### src/rtl/swdog_pkg.sv
package swdog_pkg;

  localparam int CFG_W = 32;
  localparam int CNT_W = 16;

  typedef struct packed {
    logic [CNT_W-1:0] count;
    logic             enable;
    logic             route_rst;
    logic             prescale;
  } wd_cfg_t;

  localparam wd_cfg_t CFG_RESET = '{count: '1, enable: 1'b1, route_rst: 1'b1, prescale: 1'b1};

  // Bits [15:3] are not stored and always read back as zero.
  function automatic logic [CFG_W-1:0] cfg_pack(input wd_cfg_t c);
    return {c.count, 13'b0, c.enable, c.route_rst, c.prescale};
  endfunction

  function automatic wd_cfg_t cfg_unpack(input logic [CFG_W-1:0] w);
    wd_cfg_t c;
    c.count     = w[31:16];
    c.enable    = w[2];
    c.route_rst = w[1];
    c.prescale  = w[0];
    return c;
  endfunction

  // A count field of 0 behaves like 1.
  function automatic logic [CNT_W-1:0] eff_count(input logic [CNT_W-1:0] n);
    return (n == '0) ? CNT_W'(1) : n;
  endfunction

endpackage

### src/rtl/swdog_cfg_reg.sv
module swdog_cfg_reg
  import swdog_pkg::*;
(
  input  logic             clk,
  input  logic             rst_n,
  input  logic             wr,
  input  logic [CFG_W-1:0] wdata,
  output wd_cfg_t          cfg,
  output logic [CFG_W-1:0] rdata,
  output logic             locked,
  output logic             fresh
);

  wd_cfg_t cfg_q;
  logic    locked_q;
  logic    fresh_q;
  logic    accept;

  assign accept = wr & ~locked_q;

  always_ff @(posedge clk or negedge rst_n) begin
    if (!rst_n) begin
      cfg_q    <= CFG_RESET;
      locked_q <= 1'b0;
      fresh_q  <= 1'b0;
    end else begin
      fresh_q <= accept;
      if (accept) begin
        cfg_q    <= cfg_unpack(wdata);
        locked_q <= 1'b1;
      end
    end
  end

  assign cfg    = cfg_q;
  assign rdata  = cfg_pack(cfg_q);
  assign locked = locked_q;
  assign fresh  = fresh_q;

endmodule

### src/rtl/swdog_svc_seq.sv
module swdog_svc_seq #(
  parameter int          KW    = 16,
  parameter logic [KW-1:0] KEY_A = 16'h556C,
  parameter logic [KW-1:0] KEY_B = 16'hAA39
) (
  input  logic          clk,
  input  logic          rst_n,
  input  logic          wr,
  input  logic [KW-1:0] wdata,
  output logic          done,
  output logic          armed
);

  logic armed_q;

  assign done = wr & armed_q & (wdata == KEY_B);

  always_ff @(posedge clk or negedge rst_n) begin
    if (!rst_n) begin
      armed_q <= 1'b0;
    end else if (wr) begin
      armed_q <= (wdata == KEY_A);
    end
  end

  assign armed = armed_q;

endmodule

### src/rtl/swdog_prescaler.sv
module swdog_prescaler #(
  parameter int DIV = 2048
) (
  input  logic clk,
  input  logic rst_n,
  input  logic run,
  input  logic bypass,
  input  logic clear,
  output logic tick
);

  generate
    if (DIV <= 1) begin : g_none
      assign tick = run;
    end else begin : g_div
      localparam int PW = $clog2(DIV);
      localparam logic [PW-1:0] LAST = PW'(DIV - 1);
      logic [PW-1:0] pre_q;

      assign tick = run & (bypass | (pre_q == LAST));

      always_ff @(posedge clk or negedge rst_n) begin
        if (!rst_n) begin
          pre_q <= '0;
        end else if (!run || bypass || clear || (pre_q == LAST)) begin
          pre_q <= '0;
        end else begin
          pre_q <= pre_q + PW'(1);
        end
      end
    end
  endgenerate

endmodule

### src/rtl/swdog_counter.sv
module swdog_counter #(
  parameter int W = 16
) (
  input  logic         clk,
  input  logic         rst_n,
  input  logic         run,
  input  logic         reload,
  input  logic         tick,
  input  logic [W-1:0] load_val,
  output logic [W-1:0] cnt,
  output logic         expire
);

  logic [W-1:0] cnt_q;

  assign expire = run & tick & ~reload & (cnt_q <= W'(1));

  always_ff @(posedge clk or negedge rst_n) begin
    if (!rst_n) begin
      cnt_q <= '1;
    end else if (!run || reload || expire) begin
      cnt_q <= load_val;
    end else if (tick) begin
      cnt_q <= cnt_q - W'(1);
    end
  end

  assign cnt = cnt_q;

endmodule

### src/rtl/swdog_guard.sv
module swdog_guard
  import swdog_pkg::*;
#(
  parameter int          PRE_DIV = 2048,
  parameter logic [15:0] KEY_A   = 16'h556C,
  parameter logic [15:0] KEY_B   = 16'hAA39
) (
  input  logic             clk,
  input  logic             rst_n,
  input  logic             cfg_wr,
  input  logic [CFG_W-1:0] cfg_wdata,
  output logic [CFG_W-1:0] cfg_rdata,
  input  logic             svc_wr,
  input  logic [15:0]      svc_wdata,
  output logic             irq_pulse,
  output logic             rst_req
);

  wd_cfg_t          cfg;
  logic             locked;
  logic             cfg_fresh;
  logic             svc_done;
  logic             svc_armed;
  logic             run;
  logic             route;
  logic             reload;
  logic             tick;
  logic             expire;
  logic [CNT_W-1:0] cnt;
  logic [CNT_W-1:0] count_field;
  logic             irq_q;
  logic             rst_q;

  swdog_cfg_reg i_cfg (
    .clk    (clk),
    .rst_n  (rst_n),
    .wr     (cfg_wr),
    .wdata  (cfg_wdata),
    .cfg    (cfg),
    .rdata  (cfg_rdata),
    .locked (locked),
    .fresh  (cfg_fresh)
  );

  swdog_svc_seq #(.KW(16), .KEY_A(KEY_A), .KEY_B(KEY_B)) i_svc (
    .clk   (clk),
    .rst_n (rst_n),
    .wr    (svc_wr),
    .wdata (svc_wdata),
    .done  (svc_done),
    .armed (svc_armed)
  );

  assign run         = cfg.enable;
  assign route       = cfg.route_rst;
  assign count_field = cfg.count;
  assign reload      = svc_done | cfg_fresh;

  swdog_prescaler #(.DIV(PRE_DIV)) i_pre (
    .clk    (clk),
    .rst_n  (rst_n),
    .run    (run),
    .bypass (~cfg.prescale),
    .clear  (reload),
    .tick   (tick)
  );

  swdog_counter #(.W(CNT_W)) i_cnt (
    .clk      (clk),
    .rst_n    (rst_n),
    .run      (run),
    .reload   (reload),
    .tick     (tick),
    .load_val (eff_count(count_field)),
    .cnt      (cnt),
    .expire   (expire)
  );

  always_ff @(posedge clk or negedge rst_n) begin
    if (!rst_n) begin
      irq_q <= 1'b0;
      rst_q <= 1'b0;
    end else begin
      irq_q <= expire & ~route;
      rst_q <= expire & route;
    end
  end

  assign irq_pulse = irq_q;
  assign rst_req   = rst_q;

endmodule

### config.mk
export PLATFORM = sky130hd
export DESIGN_NAME = swdog_guard
export DESIGN_NICKNAME = d
export VERILOG_FILES = /design/src/rtl/swdog_pkg.sv /design/src/rtl/swdog_cfg_reg.sv /design/src/rtl/swdog_svc_seq.sv /design/src/rtl/swdog_prescaler.sv /design/src/rtl/swdog_counter.sv /design/src/rtl/swdog_guard.sv
export SDC_FILE = /design/constraint.sdc
export NUM_CORES = 1
export LEC_CHECK = 0
export BUFFER_PORTS_ARGS = -buffer_cell sky130_fd_sc_hd__buf_2
export CELL_PAD_IN_SITES_DETAIL_PLACEMENT = 0
export CELL_PAD_IN_SITES_GLOBAL_PLACEMENT = 1
export CORE_MARGIN = 5
export CORE_UTILIZATION = 35
export CTS_CLUSTER_SIZE = 24
export DETAILED_ROUTE_END_ITERATION = 8
export GPL_ROUTABILITY_DRIVEN = 0
export HOLD_SLACK_MARGIN = 0.12
export PLACE_DENSITY = 0.72
export SLEW_MARGIN = 15
export SYNTH_ARGS = -nofsm -noshare
export SYNTH_HDL_FRONTEND = slang
export SYNTH_SLANG_ARGS = --single-unit
export TNS_END_PERCENT = 30
### constraint.sdc
create_clock -name clk -period 2.15 [get_ports clk]
set_input_delay 0.1075 -clock clk [delete_from_list [all_inputs] [get_ports clk]]
set_output_delay 0.1075 -clock clk [all_outputs]
set_load 0.01 [all_outputs]
Word-level counts from Yosys, hierarchy flattened. Cells that the tools add are included.

Bits in registers: 51. Output and inout bits: 34. Logic and storage cells: 44.

Add/sub/neg operators: 2. $lt $le $gt $ge: 1. Equal/unequal tests: 3. Muxes and demuxes: 4. Bitwise logic cells: 15. Reductions and logical operators: 8.

Operator list (number): $mux 16 (3); $eq 16x15->1 const B (1); $eq 16x16->1 const B (1); $le 16x1->1 const B (1); $logic_not 16->1 (1); $sub 16x1->16 const B (1); $add 11x1->11 const B (1); $eq 11x11->1 const B (1); $mux 11 (1); $and 1x1->1 (9); $logic_or 1x1->1 (5); $not 1->1 (4); $or 1x1->1 (2); $reduce_bool 2->1 (1); $logic_not 1->1 (1).

Logic depth before layout (Yosys ltp). Gate-level depths: netlist of the first run.

Depth in word-level cells: 8. Gate-level depth with buffers: 9. Depth with buffers taken out: 8.

By module. Synthesis of the first run repeated with hierarchy kept, for this count alone.

Cells, all modules: 259. Area total of the unflattened synthesis: 3040.4 µm².

Modules (own cells, without submodules): swdog_cfg_reg (times used 1, cells each 77, area an instance 1138.6 µm², sequential area each 549.3 µm²); swdog_counter (times used 1, cells each 90, area an instance 1083.5 µm², sequential area each 420.4 µm²); swdog_prescaler (times used 1, cells each 52, area an instance 531.8 µm², sequential area each 275.3 µm²); swdog_guard (times used 1, cells each 26, area an instance 162.7 µm², sequential area each 50.0 µm²); swdog_svc_seq (times used 1, cells each 14, area an instance 123.9 µm², sequential area each 25.0 µm²).

Least setup slack after synthesis of the first run. OpenSTA, ideal clock, no wires.

Kind: register to register. Start: register i_pre.g_div.pre_q[0]. End: register i_cnt.cnt_q[9] (netlist: i_cnt.cnt[9]). Library setup time: 80 ps. Data arrival time: 2136 ps. Setup slack: -66 ps. Cell stages (with the launch flop): 9. Buffers on the path: 1. Clock period less this slack: 2216 ps. Path through: dfrtp_1 > ha_1 > nand3_1 > o31ai_4 > nand4_4 > and2_4 > buf_6 > mux2_4 > a32o_1.

Cells in the longest elaborated chain, start to end: 8.

RTL lines: start: declaration (line swdog_prescaler.sv:18) `logic [PW-1:0] pre_q;`; start signal: assignment (line swdog_prescaler.sv:28) `pre_q <= pre_q + PW'(1);`; $eq 11x11->1 (*) (line swdog_prescaler.sv:20) `assign tick = run & (bypass | (pre_q == LAST));`; $or 1x1->1 (*) (line swdog_prescaler.sv:20); $and 1x1->1 (*) (line swdog_prescaler.sv:20); $and 1x1->1 (3 in a row) (line swdog_counter.sv:16) `assign expire = run & tick & ~reload & (cnt_q <= W'(1));`; $logic_or 1x1->1 (line swdog_counter.sv:21) `end else if (!run || reload || expire) begin`; $mux 16 or $reduce_bool 2->1 (tied branches); end signal: assignment (line swdog_counter.sv:22) `cnt_q <= load_val;`; end signal: assignment (line swdog_counter.sv:24) `cnt_q <= cnt_q - W'(1);`; end: declaration (line swdog_counter.sv:14) `logic [W-1:0] cnt_q;`.

Mark *: on every way between the ends. The rest lies on a longest branch, timed or not. A chain may end at the register's enable or synchronous reset.

Final worst setup path of the first run.
Start: register i_cnt.cnt_q[11] (netlist: i_cnt.cnt[11]). End: register i_cnt.cnt_q[9] (netlist: i_cnt.cnt[9]).

Cells in the longest elaborated chain, start to end: 4.

RTL lines (line): $le 16x1->1 (*) (swdog_counter.sv:16); $and 1x1->1 (*) (swdog_counter.sv:16); $logic_or 1x1->1 (*) (swdog_counter.sv:21); $mux 16 or $reduce_bool 2->1 (tied branches).

Marked as above.

==> results.ini, run 1 <==
[logic_synthesis]
synth_warnings=0
syn_inst=248
synth_top_area_share_pct=33.8
async_flop_share_pct=100
yosysSeqAreaShare_pct=48.5
yosysTopAreaCell=dfstp_2
synth-seq-cells=51
synth_edf_count=0
synth_top_flop_cell=dfstp_2
syn_area_um2=2720
synth.distinct_cells=58
synth_area_leaders=dfstp_2 (34%), dfrtp_1 (15%), mux2_2 (7.5%)
syn_avg_cell_area_um2=11.0

[setup_path]
crit_fanout=4
worstSetupEndpointType=flip-flop
cp_slowest_stage_delay_ps=550
start_kind=flip-flop
crit_arrival_ps=2360
ff2ff_path_depth=6
critical_path.slowest_cell=or4_4
path_cells=or4_4 > nor4_4 > nand4_4 > and2_4 > mux2_4 > a32o_1
worstPathRequired_ps=2390
crit_type=reg2reg

[final_layout]
most-common-layout-cells=buf_2 (59), dfstp_2 (35), dlygate4sd3_1 (23)
fin_cells=451
nets=403
final_layout_size_suffix_gt1_share_pct=43.6
seq_area_um2=1320
area_growth_pct=30.0
diodes=0
multiInputGateArea_um2=1270
fillCellCount=707
layout_commonest_cell=buf_2

[timing]
tightest_slew_ps=666
finalHoldViolations=0
fin_skew_ps=12.3
min_period_over_period_pct=98.8
setup_viol=0
hold_slack_ps=359
grt_setup_unrepaired=yes
fin_crit_ps=2130
max-slew-margin-rel_pct=55.6
timing.fmax_ghz=0.471
slew_viol_final=0

[placed_design]
port_buffers=59
post-dp-hpwl_um=4870
dp.cells=418

[power_and_ir_drop]
net-switching-power_uw=752
peakVddDrop_uv=352
p_int_uw=1690
seqPwrFrac_pct=52.5
p_per_area_nw_per_um2=690
p_clk_share_pct=23.0
power.leakage_uw=0.00157
p_sw_share_pct=30.8
power_frac_comb_pct=24.5

[cts]
cts_buffer_depth=2
cts_max_level=2
cts.clk_slew.worst_paths_ps=100
cts_tree=done
cts.sinks=51
numCtsBuffers=5
cts_root_buf=clkbuf_8
clock_latency_ps=310

[run]
maxCapViolCount=0

[floorplanning]
core_area_um2=7650
io_pins=86
initial_core_util_pct=35.6
fp.dieW_um=98.2
rows=32
die_y_um=98.2
die_area_um2=9630

[routing]
wirelength_um=6530
drc=0
routed-via-count=2190
wl_per_cell_um=14.5
drt_pass1_iterations=4
via_per_inst=4.86
drtAntennaViolNets=0
first_iter_violations=84

[outcome]
status=completed

[worst_hold_path]
min_path_type=in2async

[grt]
antenna_found_initial=0
gr-usage-all-layers_pct=14.0
grt_max_degree=32
gr-total-overflow=0
grt_pass1_vias=2178
grt_pass1_wl_um=11000

layout make-up:
class,count,area share [%]
clock buffers,6,2.05
flip-flops and latches,51,37.3
well taps,102,3.61
multi-input cells,178,36.0
inverters,10,1.06
repair buffers,102,19.6
clock inverters,2,0.425
synthesized netlist by cell type (2+ instances only):
library cell,instances
dfstp_2,35
mux2_2,18
nor2_1,17
o21ai_0,17
dfrtp_1,16
buf_4,15
nand2_1,13
inv_1,10
nor3_1,8
nand3_1,7
xnor2_1,7
and3_1,6
nand4_1,6
nor4_1,6
a22oi_1,5
xor2_1,5
ha_1,3
mux2i_1,3
a21oi_1,2
a22o_1,2
a2bb2oi_1,2
and4b_1,2
buf_1,2
buf_6,2
clkbuf_1,2
nand2b_1,2
nand4b_1,2
o22ai_1,2
or4bb_1,2
worst max-delay path, delay by kind of cell, from the launching register on:
kind	cells	cell delay [ps]
multiplexers	1	290
flip-flops	1	380
AO/OA/AOI/OAI	1	200
AND/OR/NAND/NOR	4	1180
metrics by stage:
stage	TNS (ps)	util, %	cell area, um^2	worst slack (ps)	power [uW]
detailed placement	-28.1	41.7	3190	-28.1	1860
global route	-157	46.2	3540	-60.2	2590
finish	0	46.2	3540	25.0	2440
global placement	-3.52	41.7	3190	-3.52	1850
floorplan	-33.3	-	2770	-33.3	1630
CTS	-9.68	45.9	3510	-9.68	2460
per-layer routing:
layer / GRT usage, % / part of all wire, % / up-vias
li1: - / - / 1076
met3: 2.50 / 4.9 / 7
met2: 21.9 / 46 / 52
met5: 0 / 0 / -
met1: 19.9 / 48 / 1055
met4: 3.78 / 1.2 / 0
what timing repair did:
action                     CTS  global route
setup endpoints to repair    4            11
pin swaps                    0             2
resized for setup            1             4
hold endpoints to repair    36             0
hold buffers                23             0
setup buffers                0             2
flip-flops by register name (all words and copies together) (netlist names):
register           count
i_cfg.locked           1
i_svc.armed            1
rst_req                1
i_cnt.cnt             16
irq_pulse              1
i_cfg.fresh            1
i_cfg.cfg             19
i_pre.g_div.pre_q     11
power by group through the flow:
| stage | clock network [uW] | logic, uW | registers [uW] |
|---|---|---|---|
| floorplan | 0 | 341 | 1290 |
| global placement | 0 | 551 | 1300 |
| detailed placement | 0 | 558 | 1300 |
| CTS | 585 | 593 | 1280 |
| global route | 617 | 669 | 1300 |
| finish | 560 | 599 | 1280 |
worst paths after layout:
kind | start | to | slack [ps]
min in group clk | i_pre.g_div.pre_q[0] | i_pre.g_div.pre_q[0] | 470
worst max register to register | i_cnt.cnt[11] | i_cnt.cnt[9] | 20
worst min register to register | i_pre.g_div.pre_q[0] | i_pre.g_div.pre_q[0] | 470
worst min-delay path | rst_n | i_pre.g_div.pre_q[4] | 360
worst max-delay path | i_cnt.cnt[11] | i_cnt.cnt[9] | 20
max in group asynchronous | rst_n | i_cnt.cnt[15] | 1050
cell families after synthesis:
logic type	after synthesis	share of synthesized area [%]
AOI/OAI and AO/OA	41	10.5
buffers and inverters	31	6.90
muxes	22	9.11
and+or+nand+nor	87	19.6
adders and majority gates	3	1.38
other	1	0.138
DFF	51	48.5
xor gates and xnor gates	12	3.86
Note: power is estimated with default switching activity, not from simulation.
==> run 2: changes to the inputs <==
--- a/config.mk
+++ b/config.mk
@@ -14,6 +14,7 @@
 export DETAILED_ROUTE_END_ITERATION = 8
 export GPL_ROUTABILITY_DRIVEN = 0
 export HOLD_SLACK_MARGIN = 0.12
+export MAX_ROUTING_LAYER = met4
 export PLACE_DENSITY = 0.72
 export SLEW_MARGIN = 15
 export SYNTH_ARGS = -nofsm -noshare
==> run 2 against run 1 <==
Clock skew up 0.56 ps. Hold slack worse by 0.52 ps. Power hardly changed. Die area unchanged. Critical path type unchanged. Largest cell class unchanged. Highest routed layer unchanged.
==> results.ini, run 2 (synthesis gave the netlist of run 1 again) <==
[cts]
cts_tree=done
numCtsBuffers=5  ; unchanged
cts_root_buf=clkbuf_8
cts.sinks=51  ; unchanged
cts_buffer_depth=2  ; unchanged
cts.clk_slew.worst_paths_ps=100  ; about the same
clock_latency_ps=310  ; about the same
cts_max_level=2  ; unchanged

[timing]
slew_viol_final=0  ; unchanged
finalSetupTns_ps=0  ; unchanged
min_period_over_period_pct=98.9  ; about the same
timing.fmax_ghz=0.470  ; about the same
grt_setup_unrepaired=yes
finalHoldViolations=0  ; unchanged
tightest_slew_ps=665  ; -0.293 ps
setup_viol=0  ; unchanged
fin_crit_ps=2130  ; +0.438 ps
fin_skew_ps=12.9  ; +0.558 ps
max-slew-margin-rel_pct=55.6  ; about the same

[power_and_ir_drop]
p_per_area_nw_per_um2=690  ; about the same
peakVddDrop_uv=352  ; about the same
power.leakage_uw=0.00157  ; unchanged

[final_layout]
layout_commonest_cell=buf_2
fin_cells=451  ; unchanged
multiInputGateArea_um2=1270  ; unchanged
seq_area_um2=1320  ; unchanged
fin_area_um2=3540  ; unchanged
diodes=0  ; unchanged
area_growth_pct=30.0  ; unchanged
final_core_util_pct=46.2  ; unchanged
largest_register_ffs=19  ; unchanged
final_layout_size_suffix_gt1_share_pct=43.6  ; unchanged
nets=403  ; unchanged
fillCellCount=707  ; unchanged
most-common-layout-cells=buf_2 (59), dfstp_2 (35), dlygate4sd3_1 (23)

[setup_path]
crit_type=reg2reg
reg2reg_from=i_cnt.cnt[11]
worstSetupEndpointType=flip-flop
crit_fanout=4  ; unchanged
start_kind=flip-flop
crit_arrival_ps=2360  ; about the same
worstPathRequired_ps=2390  ; about the same
startpoint=i_cnt.cnt[11]

[routing]
drc=0  ; unchanged
via_per_inst=4.86  ; about the same
wl_per_cell_um=14.5  ; +0.29%
wirelength_um=6550  ; +0.29%
drtAntennaViolNets=0  ; unchanged
routed-via-count=2192  ; +0.091%
first_iter_violations=99  ; +18%
drt_pass1_iterations=4  ; unchanged

[worst_hold_path]
min_path_type=in2async

[floorplanning]
die_y_um=98.2  ; unchanged
rows=32  ; unchanged
core_area_um2=7650  ; unchanged
initial_core_util_pct=35.6  ; unchanged
io_pins=86  ; unchanged
die_area_um2=9630  ; unchanged
fp.dieW_um=98.2  ; unchanged

[grt]
antenna_found_initial=0  ; unchanged
gr-total-overflow=0  ; unchanged
gr-usage-all-layers_pct=14.4  ; +0.42 points
grt_max_degree=32  ; unchanged
grt_pass1_vias=2178  ; unchanged
grt_pass1_wl_um=11000  ; unchanged

[placed_design]
dpl-instance-area_um2=3190  ; unchanged
dp.cells=418  ; unchanged
port_buffers=59  ; unchanged
post-dp-hpwl_um=4870  ; unchanged

[outcome]
status=completed

[run]
maxCapViolCount=0  ; unchanged

[run 2: cell counts in the layout (fill, tap and decap cells not counted)]
No cell type changed its count.
[run 2: metrics by stage]
step	hold WS, ps	total power (uW)	setup slack, ps
floorplan	-188	1630	-33.3
global placement	180	1850	-3.52
detailed placement	187	1860	-28.1
CTS	379	2460	-9.68
global route	429	2590	-60.2
finish	358	2440	24.5
[run 2: what timing repair did]
item	4_1_cts	5_1_grt
endpoints found under the setup margin	4	11
gates resized for setup	1	4
hold buffers	23	0
pin swaps	0	2
buffers inserted	0	2
endpoints found under the hold margin	36	0
[run 2: critical path: stages (launching register included)]
cell,delay (ps)
dfstp_2,380
or4_4,550
nor4_4,270
nand4_4,150
and2_4,210
mux2_4,290
a32o_1,200
[run 2: path summary, 6_finish.rpt]
check,end,cells past startpoint,slack (ps)
setup / recovery,i_cnt.cnt[9],6,20
hold / removal,i_pre.g_div.pre_q[4],2,360
setup reg to reg,i_cnt.cnt[9],6,20
hold reg to reg,i_pre.g_div.pre_q[0],1,470
max in group asynchronous,i_cnt.cnt[15],3,1050
min in group clk,i_pre.g_div.pre_q[0],1,470
[run 2: cell type report]
class | instances | area share (%)
flip-flops and latches | 51 | 37.3
multi-input cells | 178 | 36.0
repair buffers | 102 | 19.6
clock buffers | 6 | 2.05
inverters | 10 | 1.06
clock inverters | 2 | 0.425
well taps | 102 | 3.61
[run 2: layer usage]
layer	vias to the layer above	wire, um	track usage (%)
met5	-	0	-
met2	52	3000	21.9
met1	1057	3150	19.9
met4	0	76	3.78
met3	7	317	2.50
li1	1076	-	-
[run 2: power breakdown]
| part | internal, uW | total (uW) | switching, uW | leakage (uW) |
|---|---|---|---|---|
| clock | 235 | 560 | 325 | 0.0000461 |
| combinational | 298 | 600 | 302 | 0.000937 |
| sequential | 1160 | 1280 | 125 | 0.000585 |
| total | 1690 | 2440 | 752 | 0.00157 |
==> run 3: changes to the inputs <==
--- a/config.mk
+++ b/config.mk
@@ -16,6 +16,7 @@
 export HOLD_SLACK_MARGIN = 0.12
 export MAX_ROUTING_LAYER = met4
 export PLACE_DENSITY = 0.72
+export SETUP_SLACK_MARGIN = 0.5
 export SLEW_MARGIN = 15
 export SYNTH_ARGS = -nofsm -noshare
 export SYNTH_HDL_FRONTEND = slang
==> run 3 against run 2 <==
Clock skew down 9.5 ps. First-iteration DRC count grew 110%. Largest power group unchanged. Critical endpoint unchanged. Routed wire length rose by 4.2%. Register-to-register slack improved by 40 ps. Core utilization is 1.7 points higher. Fmax rose by 2.0%. Largest cell class unchanged. Hold slack improved by 73 ps. Die area stayed put. Combinational power grew 7.8%. Setup slack improved by 43 ps. Final cell count up 1.1%.
==> results.ini, run 3 (synthesis gave the netlist of run 1 again) <==
[outcome]
status=completed

[grt]
grt_max_degree=52  ; +63%
grt_pass1_wl_um=11400  ; +3.7%
gr-usage-all-layers_pct=14.8  ; +0.46 points
grt_pass1_vias=2292  ; +5.2%
gr-total-overflow=0  ; unchanged
antenna_found_initial=0  ; unchanged

[setup_path]
critical_path.slowest_cell=or4_4
path_buf_inv=0  ; unchanged
path_cells=or4_4 > nor4_4 > nand4_4 > and2_4 > mux2_4 > a32o_1
worstPathRequired_ps=2400  ; about the same
crit_fanout=4  ; unchanged
cp_slowest_stage_delay_ps=560  ; about the same
start_kind=flip-flop
crit_arrival_ps=2330  ; -30 ps
worstSetupEndpointType=flip-flop
cp_top_family=simple AND/OR/NAND/NOR gates
crit_type=reg2reg

[routing]
first_iter_violations=206  ; +110%
drt_pass1_iterations=4  ; unchanged
via_per_inst=4.94  ; +1.6%
wirelength_um=6820  ; +4.2%
drc=0  ; unchanged
wl_per_cell_um=15.0  ; +3.1%
drtAntennaViolNets=0  ; unchanged
routed-via-count=2252  ; +2.7%

[final_layout]
fin_area_um2=3660  ; +3.6%
final_layout_size_suffix_gt1_share_pct=46.0  ; +2.5 points
layout_commonest_cell=buf_2
largest_register_ffs=19  ; unchanged
final_core_util_pct=47.9  ; +1.7 points
area_growth_pct=34.6
fillCellCount=714  ; +0.99%
most-common-layout-cells=buf_2 (59), dfstp_2 (35), dlygate4sd3_1 (23)
nets=408  ; +1.2%
fin_cells=456  ; +1.1%
diodes=0  ; unchanged

[timing]
slew_viol_final=0  ; unchanged
finalHoldViolations=0  ; unchanged
timing.fmax_ghz=0.480  ; +2.0%
setup_viol=0  ; unchanged
min_period_over_period_pct=96.9  ; -2.0 points
grt_setup_unrepaired=yes
fin_skew_ps=3.36  ; -9.50 ps
max-slew-margin-rel_pct=57.9  ; +2.3 points
tightest_slew_ps=631  ; -34.5 ps
finalSetupTns_ps=0  ; unchanged
fin_crit_ps=2080  ; -42.7 ps
setup_ws_ps=67.2  ; +42.7 ps

[floorplanning]
die_area_um2=9630  ; unchanged
die_y_um=98.2  ; unchanged
rows=32  ; unchanged
initial_core_util_pct=35.6  ; unchanged
fp.dieW_um=98.2  ; unchanged
core_area_um2=7650  ; unchanged
io_pins=86  ; unchanged

[placed_design]
pre_cts_ws_ps=-83.1  ; -55.0 ps
post-dp-hpwl_um=4810  ; -1.2%
port_buffers=59  ; unchanged
dp.cells=417  ; -0.24%
dpl-instance-area_um2=3180  ; -0.24%

[power_and_ir_drop]
p_clk_share_pct=27.2  ; +4.2 points
p_per_area_nw_per_um2=723  ; +4.7%
net-switching-power_uw=782  ; +4.0%
power_frac_comb_pct=24.4  ; -0.2 points
power.leakage_uw=0.00163  ; +3.9%
p_int_uw=1860  ; +10%
seqPwrFrac_pct=48.4  ; -4.1 points
p_sw_share_pct=29.5  ; -1.3 points
peakVddDrop_uv=383  ; +8.8%

[cts]
cts.clk_slew.worst_paths_ps=90  ; about the same
numCtsBuffers=5  ; unchanged
cts.sinks=51  ; unchanged
cts_buffer_depth=2  ; unchanged
cts_tree=done
clock_latency_ps=310  ; about the same
cts_max_level=2  ; unchanged
cts_root_buf=clkbuf_8

[worst_hold_path]
min_path_type=in2async

[run]
maxCapViolCount=0  ; unchanged

-- run 3: what timing repair did --
action / 4_1_cts / 5_1_grt
pin swaps: 5 / 3
hold buffers: 23 / 0
endpoints found under the setup margin: 29 / 29
endpoints found under the hold margin: 37 / 0
gates resized for setup: 9 / 1
setup buffers: 7 / 0
cloned: 1 / 0
-- run 3: power by group through the flow --
stage,clock network (uW),logic [uW],registers (uW)
global route,779,714,1300
detailed placement,0,563,1290
floorplan,0,341,1290
global placement,0,554,1290
CTS,738,643,1280
finish,719,647,1280
-- run 3: cell type report --
cell class	count	area [um^2]	area share (%)
repair buffers	107	754	20.6
flip-flops and latches	51	1320	36.0
multi-input cells	178	1300	35.5
well taps	102	128	3.48
inverters	10	37.5	1.02
clock buffers	6	82.6	2.25
clock inverters	2	38.8	1.06
-- run 3: layer usage --
layer,share of wire [%],GRT usage (%)
met3,6.3,2.71
met2,46,22.6
met5,0,-
met4,1.6,4.10
met1,46,20.4
-- run 3: per-stage QoR --
| step | hold slack (ps) | total power, uW |
|---|---|---|
| final | 431 | 2650 |
| after global routing | 494 | 2790 |
| after CTS | 459 | 2660 |
| after detailed placement | 258 | 1860 |
| after global placement | 261 | 1840 |
| after floorplan | -188 | 1630 |
-- run 3: final timing paths --
kind	from	to	slack, ps	depth (start not counted)
setup / recovery	i_cnt.cnt[11]	i_cnt.cnt[9]	70	6
hold / removal	rst_n	i_pre.g_div.pre_q[6]	430	3
setup reg to reg	i_cnt.cnt[11]	i_cnt.cnt[9]	70	6
hold reg to reg	i_pre.g_div.pre_q[0]	i_pre.g_div.pre_q[0]	470	1
max in group asynchronous	rst_n	rst_req	1310	3
min in group clk	i_pre.g_div.pre_q[0]	i_pre.g_div.pre_q[0]	470	1
-- run 3: tightest hold or removal path, stage by stage --
cell and delay, ps:
dlygate4sd3_1 520, buf_2 90, buf_4 500
